[config.mk]
export PLATFORM = sky130hd
export DESIGN_NAME = mcell_reg
export DESIGN_NICKNAME = d
export VERILOG_FILES = /design/src/rtl/mcell_pkg.sv /design/src/rtl/mcell_clkctl.sv /design/src/rtl/mcell_store.sv /design/src/rtl/mcell_reg.sv
export SDC_FILE = /design/constraint.sdc
export NUM_CORES = 1
export LEC_CHECK = 0
export ABC_AREA = 1
export BUFFER_PORTS_ARGS = -buffer_cell sky130_fd_sc_hd__buf_2
export CORE_AREA = 2 2 39 41
export DETAILED_ROUTE_END_ITERATION = 10
export DIE_AREA = 0 0 41 43
export PLACE_DENSITY_LB_ADDON = 0.05
export SYNTH_ARGS = -nofsm -noshare
export SYNTH_HDL_FRONTEND = slang
export SYNTH_SLANG_ARGS = --single-unit
export TNS_END_PERCENT = 1
[constraint.sdc]
create_clock -name clk -period 1 [get_ports clk]
set_clock_uncertainty 0.1 [all_clocks]
set_input_delay 0.1 -clock clk [delete_from_list [all_inputs] [get_ports clk]]
set_output_delay 0.1 -clock clk [all_outputs]
set_load 0.02 [all_outputs]
[src/rtl/mcell_pkg.sv]
package mcell_pkg;

  // Storage behaviour selected by cfgMode
  typedef enum logic [1:0] {
    MODE_COMB  = 2'd0,
    MODE_DFF   = 2'd1,
    MODE_TFF   = 2'd2,
    MODE_LATCH = 2'd3
  } cellMode_e;

  // Strobes from clock/override control to the storage datapath
  typedef struct packed {
    logic edgeHit;   // active transition of effective clock seen this cycle
    logic gateOpen;  // effective clock level is high
    logic forceHigh; // set override active (and reset not)
    logic forceLow;  // reset override active
  } cellStrobe_t;

endpackage

[src/rtl/mcell_clkctl.sv]
module mcell_clkctl
  import mcell_pkg::*;
#(
  parameter int NUM_GCLK = 4,
  localparam int SEL_W = $clog2(NUM_GCLK + 1)
) (
  input  logic                clk,
  input  logic                rst_n,
  input  logic [SEL_W-1:0]    cfgClkSel,
  input  logic                cfgClkInv,
  input  logic                cfgSetInv,
  input  logic                cfgRstInv,
  input  logic                setTerm,
  input  logic                rstTerm,
  input  logic                ptClk,
  input  logic [NUM_GCLK-1:0] gClk,
  output cellStrobe_t         strobe
);

  logic selRaw;
  logic effClk;
  logic prevEff;
  logic setAct;
  logic rstAct;

  // Pick one global clock by index; any other value selects the product-term clock
  always_comb begin
    selRaw = ptClk;
    for (int i = 0; i < NUM_GCLK; i++) begin
      if (cfgClkSel == SEL_W'(i)) selRaw = gClk[i];
    end
  end

  assign effClk = selRaw ^ cfgClkInv;

  // Previous effective level; reset high so a high level at release is not an edge
  always_ff @(posedge clk) begin
    if (!rst_n) prevEff <= 1'b1;
    else        prevEff <= effClk;
  end

  assign setAct = setTerm ^ cfgSetInv;
  assign rstAct = rstTerm ^ cfgRstInv;

  always_comb begin
    strobe.edgeHit   = effClk & ~prevEff;
    strobe.gateOpen  = effClk;
    strobe.forceLow  = rstAct;
    strobe.forceHigh = setAct & ~rstAct;
  end

endmodule

[src/rtl/mcell_store.sv]
module mcell_store
  import mcell_pkg::*;
(
  input  logic        clk,
  input  logic        rst_n,
  input  logic [1:0]  cfgMode,
  input  logic        cfgInReg,
  input  logic        cfgOutInv,
  input  logic        sumTerm,
  input  logic        pinIn,
  input  logic        pinOe,
  input  cellStrobe_t strobe,
  output logic        fbOut,
  output logic        pinOut,
  output logic        pinDrive
);

  cellMode_e mode;
  logic      dataSrc;
  logic      stateQ;
  logic      resultVal;

  assign mode    = cellMode_e'(cfgMode);
  assign dataSrc = cfgInReg ? pinIn : sumTerm;

  always_ff @(posedge clk) begin
    if (!rst_n) begin
      stateQ <= 1'b0;
    end else if (strobe.forceLow) begin
      stateQ <= 1'b0;
    end else if (strobe.forceHigh) begin
      stateQ <= 1'b1;
    end else begin
      unique case (mode)
        MODE_DFF:   if (strobe.edgeHit) stateQ <= dataSrc;
        MODE_TFF:   if (strobe.edgeHit && dataSrc) stateQ <= ~stateQ;
        MODE_LATCH: if (strobe.gateOpen) stateQ <= dataSrc;
        default:    stateQ <= stateQ;
      endcase
    end
  end

  // Feedback is taken before the pin polarity mux, apart from the pin input path
  assign resultVal = (mode == MODE_COMB) ? dataSrc : stateQ;
  assign fbOut     = resultVal;
  assign pinDrive  = pinOe;
  assign pinOut    = pinOe ? (resultVal ^ cfgOutInv) : 1'b0;

endmodule

[src/rtl/mcell_reg.sv]
module mcell_reg
  import mcell_pkg::*;
(
  input  logic       clk,
  input  logic       rst_n,
  input  logic [1:0] cfgMode,
  input  logic [2:0] cfgClkSel,
  input  logic       cfgClkInv,
  input  logic       cfgSetInv,
  input  logic       cfgRstInv,
  input  logic       cfgInReg,
  input  logic       cfgOutInv,
  input  logic       sumTerm,
  input  logic       setTerm,
  input  logic       rstTerm,
  input  logic       ptClk,
  input  logic [3:0] gClk,
  input  logic       pinIn,
  input  logic       pinOe,
  output logic       fbOut,
  output logic       pinOut,
  output logic       pinDrive
);

  cellStrobe_t strobe;

  mcell_clkctl #(.NUM_GCLK(4)) u_ctl (
    .clk       (clk),
    .rst_n     (rst_n),
    .cfgClkSel (cfgClkSel),
    .cfgClkInv (cfgClkInv),
    .cfgSetInv (cfgSetInv),
    .cfgRstInv (cfgRstInv),
    .setTerm   (setTerm),
    .rstTerm   (rstTerm),
    .ptClk     (ptClk),
    .gClk      (gClk),
    .strobe    (strobe)
  );

  mcell_store u_dp (
    .clk       (clk),
    .rst_n     (rst_n),
    .cfgMode   (cfgMode),
    .cfgInReg  (cfgInReg),
    .cfgOutInv (cfgOutInv),
    .sumTerm   (sumTerm),
    .pinIn     (pinIn),
    .pinOe     (pinOe),
    .strobe    (strobe),
    .fbOut     (fbOut),
    .pinOut    (pinOut),
    .pinDrive  (pinDrive)
  );

endmodule

==> impl_metrics.json, run 1 <==
{
  "status": "complete, but fails checks",
  "violations": "setup timing",
  "yosysWarnings": 0,
  "synthTopCellsByArea": "nand2_1, inv_1, dfxtp_1",
  "cts_tree": "yes",
  "die_width_um": 41,
  "ys_seq_elements": 2,
  "gr-total-overflow": 0,
  "grt_max_degree": 4,
  "cp.arrival_ns": 1.12,
  "r2r-start": "u_ctl.prevEff",
  "dp_hpwl_um": 570.9,
  "synth_top_area_frac": 0.2045,
  "yosysUniqueCellTypes": 17,
  "gp_congestion": 0.6390,
  "rows": 14,
  "slew_headroom": 0.8519,
  "startpoint": "u_dp.stateQ",
  "syn_area_um2": 275.3,
  "p_leak_nw": 0.3121,
  "cts-root-buf": "clkbuf_4",
  "slew_violations": 0,
  "final_cell_mix": "buf_2, inv_1, nand2_1",
  "syn_avg_cell_area_um2": 5.397,
  "fin_crit_sh": 1.324,
  "grt_pass1_vias": 331,
  "powerDensity_nw_per_um2": 913.8,
  "clk_latency_ns": 0.22,
  "startpoint_type": "register",
  "setup-tns-final_ns": -0.5132,
  "final_common_cell": "buf_2",
  "track_usage": 0.08918,
  "critPathRequiredTime_ns": 0.80,
  "diodes": 0,
  "drtIter0Drc": 1,
  "ys.flop_type": "dfxtp_1",
  "core_area_um2": 1384,
  "tightest_slew_ns": 0.2206,
  "htree_levels": 1,
  "criticalPathCategory": "register to output port",
  "drcViolationCount": 0,
  "start_util": 0.1989,
  "final-hold-violation-count": 0,
  "drv_cap": 0,
  "clk_pin_slew_ns": 0.03,
  "power_w": 0.0004562,
  "io_pins": 25,
  "numClockSinks": 2,
  "synthCells": 51,
  "syn-num-nets": 73,
  "via_per_inst": 3.959,
  "async_flop_share": 0,
  "cts_buffers": 3,
  "worst_slack_ns": -0.3242,
  "rsz0062_at_grt": "true",
  "setup_viol": 3,
  "synth-edff-count": 0,
  "portBuffers": 24,
  "dr.pass1.iters": 4,
  "period_minus_slack_ns": 1.324,
  "dieArea_um2": 1763,
  "yosysTopAreaCell": "nand2_1",
  "worst-path-max-fanout": 3,
  "grt_pass1_wl_um": 1090,
  "wl_per_cell_um": 6.714,
  "clockBufferDepth": 2,
  "critPathCaptureType": "output port",
  "peakVddDrop_v": 0.0004188,
  "post_cts_buffers": 0,
  "hold_start": "cfgClkInv",
  "wl_um": 658,
  "dpl_worst_slack_ns": -0.2338,
  "fin_util": 0.3608,
  "fmax_ghz": 0.7552,
  "area_growth_pct": 81.36,
  "vias": 388,
  "hp-class": "primary input to register",
  "drtAntennaViolNets": 0,
  "layout-drive-gt1-share": 0.5000,
  "synth-seq-area-share": 0.1455,
  "fin_hold_ws_ns": 0.1140,
  "die_h_um": 43,
  "nets": 106,
  "antenna_found_initial": 0
}
==> path summary, 6_finish.rpt <==
path              endpoint  slack, ns  cells past startpoint
min reg2reg    u_dp.stateQ       0.54                      5
max                 pinOut      -0.32                      4
max reg2reg    u_dp.stateQ      -0.01                      7
min          u_ctl.prevEff       0.11                      5
==> sequential cells by signal (all words and copies together) (netlist names) <==
signal / cells
u_ctl.prevEff: 1
u_dp.stateQ: 1
==> per-stage QoR <==
step,std cells,cell area (µm²)
finish,98,499.2
global route,98,499.2
CTS,98,496.7
detailed placement,94,454.2
global placement,94,454.2
floorplan,51,291.5
==> worst max-delay path, cell delays in order (launching register included) <==
cell	delay, ns
dfxtp_2	0.31
mux2_4	0.28
nor2_2	0.14
nor2_4	0.05
buf_6	0.12
==> logic make-up after synthesis <==
| kind of cell | after synthesis | synth area share |
|---|---|---|
| mux | 1 | 0.04091 |
| compound gates | 3 | 0.05453 |
| simple gates | 30 | 0.5046 |
| buf+inv | 13 | 0.1909 |
| xor+xnor | 2 | 0.06365 |
| flops | 2 | 0.1455 |
==> what timing repair did <==
action | CTS | global route
hold buffers | 1 | 0
hold endpoints to repair | 1 | 0
resized for setup | 5 | 2
pin swaps | 3 | 2
setup endpoints to repair | 3 | 3
==> power breakdown <==
group          switching (W)  leakage [nW]  internal, W  total [W]
registers         0.00000229        0.0169    0.0000873  0.0000896
logic              0.0000899         0.281    0.0000995   0.000189
clock network      0.0000449        0.0138     0.000132   0.000177
total               0.000137         0.312     0.000319   0.000456
==> area by class of cell <==
class	instances	area, µm²
fillers	161	884.6
multi-input cells	36	203.9
clock buffers	3	22.52
flip-flops and latches	2	41.29
well taps	16	20.02
inverters	12	45.04
repair buffers	29	166.4
==> layer usage <==
metal | global-route usage | wire length [µm] | vias up
met5 | 0 | 0 | -
met4 | 0.06000 | 16 | 0
met3 | 0 | 46 | 2
met2 | 0.1656 | 322 | 17
met1 | 0.08626 | 273 | 153
li1 | - | - | 216
==> synth_stat cells (2+ instances only) <==
master,count
dfxtp_1,2
nor2_1,4
nand3_1,5
nand2_1,15
inv_1,12
o21ai_0,2
No activity file was read; power rests on OpenSTA's default activity.
==> inputs of run 2 (changes only) <==
--- a/config.mk
+++ b/config.mk
@@ -8,6 +8,7 @@
 export ABC_AREA = 1
 export BUFFER_PORTS_ARGS = -buffer_cell sky130_fd_sc_hd__buf_2
 export CORE_AREA = 2 2 39 41
+export CTS_BUF_LIST = sky130_fd_sc_hd__clkbuf_8
 export DETAILED_ROUTE_END_ITERATION = 10
 export DIE_AREA = 0 0 41 43
 export PLACE_DENSITY_LB_ADDON = 0.05
==> run 2 against run 1 <==
  * The run still ends with setup timing left
  * First-iteration DRC count rose to 3.0 times the previous value
  * Utilization up 1.4 points
  * Combinational power about the same
  * Sequential cell count unchanged
  * Register-to-register slack about the same
  * Sequential power about the same
  * Global-route usage down 0.50 points
  * Worst hold slack better by 0.017 ns
  * Total power up 29%
  * Critical path type unchanged
  * Largest cell class unchanged
  * Largest power group is now the clock network
==> impl_metrics.json, run 2 (synthesis results as in run 1) <==
{
  "status": "complete, but fails checks",
  "violations": "setup timing",
  "rsz0062_at_grt": "true",
  "io_pins": 25,
  "dieArea_um2": 1763,
  "clockBufferDepth": 2,
  "slew_violations": 0,
  "fmax_ghz": 0.7659,
  "cts_buffers": 3,
  "clk_latency_ns": 0.21,
  "drv_cap": 0,
  "track_usage": 0.08417,
  "cts-root-buf": "clkbuf_8",
  "fin_crit_sh": 1.306,
  "worst_slack_ns": -0.3057,
  "setup-tns-final_ns": -0.4805,
  "diodes": 0,
  "die_width_um": 41,
  "layout-drive-gt1-share": 0.5000,
  "slew_headroom": 0.8519,
  "tightest_slew_ns": 0.2206,
  "fin_util": 0.3743,
  "via_per_inst": 3.929,
  "reg_top3": "u_ctl.prevEff (1), u_dp.stateQ (1)",
  "numClockSinks": 2,
  "grt_max_degree": 4,
  "grt_pass1_wl_um": 1062,
  "drtIter0Drc": 3,
  "clk_pin_slew_ns": 0.03,
  "critPathCaptureType": "output port",
  "wl_um": 656,
  "startpoint_type": "register",
  "setup_viol": 3,
  "area_growth_pct": 88.18,
  "cp.arrival_ns": 1.11,
  "post_cts_buffers": 0,
  "period_minus_slack_ns": 1.306,
  "powerDensity_nw_per_um2": 1136,
  "antenna_found_initial": 0,
  "start_util": 0.1989,
  "gp_congestion": 0.6390,
  "critPathRequiredTime_ns": 0.80,
  "dp_hpwl_um": 570.9,
  "final-hold-violation-count": 0,
  "drtAntennaViolNets": 0,
  "vias": 385,
  "dr.pass1.iters": 4,
  "cts_tree": "yes",
  "hp-class": "primary input to register",
  "drcViolationCount": 0,
  "core_area_um2": 1384,
  "die_h_um": 43,
  "grt_pass1_vias": 322,
  "p_leak_nw": 0.3199,
  "nets": 106,
  "rows": 14,
  "final_common_cell": "buf_2",
  "final_cell_mix": "buf_2, inv_1, nand2_1",
  "wl_per_cell_um": 6.694,
  "portBuffers": 24,
  "worst-path-max-fanout": 3,
  "htree_levels": 1,
  "peakVddDrop_v": 0.0005864,
  "gr-total-overflow": 0,
  "criticalPathCategory": "register to output port"
}
==> run 2: worst paths after layout <==
check                     start            end  slack (ns)  cells past startpoint
setup / recovery    u_dp.stateQ         pinOut       -0.31                      4
hold / removal        cfgClkInv  u_ctl.prevEff        0.13                      5
setup reg to reg  u_ctl.prevEff    u_dp.stateQ       -0.02                      7
hold reg to reg     u_dp.stateQ    u_dp.stateQ        0.54                      5
==> run 2: metrics by stage <==
step           total power (W)  cells  cell area, µm²  setup WS [ns]  hold slack, ns
2_1_floorplan        0.0001922     51           291.5       -0.08571         0.06874
3_3_place_gp         0.0002688     94           454.2        -0.2144          0.1967
3_5_place_dp         0.0002696     94           454.2        -0.2338          0.1928
4_1_cts              0.0005979     98           515.5        -0.3223          0.1313
5_1_grt              0.0006330     98           518.0        -0.3598          0.1778
6_report             0.0005883     98           518.0        -0.3057          0.1306
==> run 2: what timing repair did <==
action | in CTS | in global routing
hold endpoints to repair | 1 | 0
setup endpoints to repair | 3 | 3
pin swaps | 3 | 2
hold buffers | 1 | 0
gates resized for setup | 6 | 1
==> run 2: metal layers <==
| metal | vias up | part of all wire | wire length [µm] | global-route usage |
|---|---|---|---|---|
| met4 | 0 | 0 | 0 | 0.04000 |
| met1 | 154 | 0.42 | 274 | 0.08946 |
| met3 | 0 | 0.067 | 44 | 0 |
| li1 | 216 | - | - | - |
| met5 | - | 0 | 0 | 0 |
| met2 | 15 | 0.51 | 337 | 0.1563 |
==> run 2: power breakdown <==
part | internal [W] | total, W | switching, W
sequential | 0.0000874 | 0.0000897 | 0.00000226
clock | 0.000254 | 0.000309 | 0.0000553
combinational | 0.0000995 | 0.000190 | 0.0000900
==> run 2: layout make-up <==
type | instances | area (µm²)
clock buffer | 3 | 41.29
fill | 160 | 865.8
inverter | 12 | 45.04
multi-input combinational | 36 | 203.9
sequential | 2 | 41.29
tap | 16 | 20.02
timing repair buffer | 29 | 166.4
==> run 2: critical path, stage by stage (launching register included) <==
cell and delay [ns]:
dfxtp_2 0.31, mux2_4 0.28, nor2_2 0.14, nor2_4 0.05, buf_6 0.12
==> inputs of run 3 (changes only) <==
--- a/config.mk
+++ b/config.mk
@@ -12,6 +12,8 @@
 export DETAILED_ROUTE_END_ITERATION = 10
 export DIE_AREA = 0 0 41 43
 export PLACE_DENSITY_LB_ADDON = 0.05
+export REMOVE_ABC_BUFFERS = 1
+export SKIP_CTS_REPAIR_TIMING = 1
 export SYNTH_ARGS = -nofsm -noshare
 export SYNTH_HDL_FRONTEND = slang
 export SYNTH_SLANG_ARGS = --single-unit
==> constraint.sdc (replaced) <==
create_clock -name clk -period 1.1 [get_ports clk]
set_clock_uncertainty 0.1 [all_clocks]
set_input_delay 0.11 -clock clk [delete_from_list [all_inputs] [get_ports clk]]
set_output_delay 0.11 -clock clk [all_outputs]
set_load 0.02 [all_outputs]
==> run 3 against run 2 <==
  * The run still ends with setup timing left
  * Total power shrank 11%
  * Clock-buffer cell count is the same
  * Final cell count grew 1.0%
  * Routed wire length shrank 0.61%
  * First-iteration DRC count shrank 100%
  * Sequential share of layout area grew 0.22 points
  * Worst hold slack lost 0.0040 ns
  * Utilization shrank 0.99 points
  * Cell area shrank 2.7%
  * Combinational power shrank 15%
  * Critical path type unchanged
  * Largest cell class unchanged
==> impl_metrics.json, run 3 (synthesis results as in run 1) <==
{
  "status": "complete, but fails checks",
  "violations": "setup timing",
  "grt_pass1_vias": 279,
  "criticalPathCategory": "register to output port",
  "hp-class": "primary input to register",
  "nets": 107,
  "peakVddDrop_v": 0.0004395,
  "setup_viol": 2,
  "final_area_um2": 504.2,
  "drcViolationCount": 0,
  "fin_crit_sh": 1.201,
  "final_common_cell": "buf_2",
  "startpoint_type": "register",
  "fin_hold_ws_ns": 0.1266,
  "min_path_cells": 5,
  "vias": 369,
  "core_area_um2": 1384,
  "rsz0062_at_grt": "true",
  "fin_util": 0.3644,
  "drtAntennaViolNets": 0,
  "critPathRequiredTime_ns": 0.89,
  "rows": 14,
  "powerDensity_nw_per_um2": 1043,
  "grt_pass1_wl_um": 910,
  "via_per_inst": 3.727,
  "final_cell_mix": "buf_2, nand2_1, inv_1",
  "clockBufferDepth": 2,
  "gr-total-overflow": 0,
  "dp_hpwl_um": 559.4,
  "fmax_ghz": 0.7566,
  "drv_cap": 0,
  "track_usage": 0.07407,
  "io_pins": 25,
  "dp_cells": 95,
  "cts_tree": "yes",
  "wl_um": 652,
  "drtIter0Drc": 0,
  "start_util": 0.1989,
  "cp.arrival_ns": 1.11,
  "diodes": 0,
  "clk_latency_ns": 0.21,
  "htree_levels": 1,
  "portBuffers": 24,
  "critPathCaptureType": "output port",
  "clk_pin_slew_ns": 0.03,
  "die_width_um": 41,
  "cts-root-buf": "clkbuf_8",
  "instances_no_fill": 99,
  "dieArea_um2": 1763,
  "period_minus_slack_ns": 1.322,
  "antenna_found_initial": 0,
  "cts_buffers": 3,
  "wl_per_cell_um": 6.586,
  "worst_slack_ns": -0.2216,
  "dr.pass1.iters": 1,
  "grt_max_degree": 4,
  "rr_worst_depth": 6,
  "numClockSinks": 2,
  "die_h_um": 43,
  "power_w": 0.0005258,
  "placed_area_um2": 445.4,
  "worst-path-max-fanout": 3,
  "area_growth_pct": 83.18,
  "gp_congestion": 0.6191,
  "layout-drive-gt1-share": 0.4458,
  "reg_top3": "u_ctl.prevEff (1), u_dp.stateQ (1)",
  "final-hold-violation-count": 0,
  "slew_violations": 0,
  "p_leak_nw": 0.3225,
  "slew_headroom": 0.8339,
  "tightest_slew_ns": 0.2476
}
-- run 3: cell type report --
type	instances	area, µm²
tap	16	20.02
multi-input combinational	36	186.4
clock buffer	3	41.29
fill	170	879.6
sequential	2	41.29
inverter	12	45.04
timing repair buffer	30	170.2
-- run 3: worst max-delay path: stages, from the launching register on --
cell and delay [ns]:
dfxtp_2 0.31, mux2_4 0.27, nand2_1 0.06, nand2_1 0.04
nor2_1 0.08, buf_4 0.14
-- run 3: per-stage QoR --
| step | worst slack, ns | TNS [ns] |
|---|---|---|
| floorplan | -0.1248 | -0.1248 |
| global placement | -0.1152 | -0.1667 |
| detailed placement | -0.1190 | -0.1376 |
| CTS | -0.2385 | -0.3119 |
| global route | -0.3005 | -0.4409 |
| finish | -0.2216 | -0.2872 |
-- run 3: path summary, 6_finish.rpt --
| check | startpoint | to | slack [ns] |
|---|---|---|---|
| max reg2reg | u_dp.stateQ | u_dp.stateQ | 0.10 |
| min reg2reg | u_dp.stateQ | u_dp.stateQ | 0.54 |
| max | u_dp.stateQ | pinOut | -0.22 |
| min | cfgClkInv | u_ctl.prevEff | 0.13 |
-- run 3: power by group --
| part | internal (W) | switching, W | leakage, nW | total [W] |
|---|---|---|---|---|
| registers | 0.0000795 | 0.00000266 | 0.0169 | 0.0000822 |
| logic | 0.0000876 | 0.0000749 | 0.284 | 0.000162 |
| clock network | 0.000231 | 0.0000504 | 0.0216 | 0.000281 |
| total | 0.000398 | 0.000128 | 0.322 | 0.000526 |
-- run 3: routing by layer --
| layer | global-route usage | share of wire |
|---|---|---|
| met1 | 0.08599 | 0.46 |
| met2 | 0.1188 | 0.43 |
| met3 | 0.01571 | 0.10 |
| met4 | 0.04000 | 0 |
| met5 | 0 | 0 |
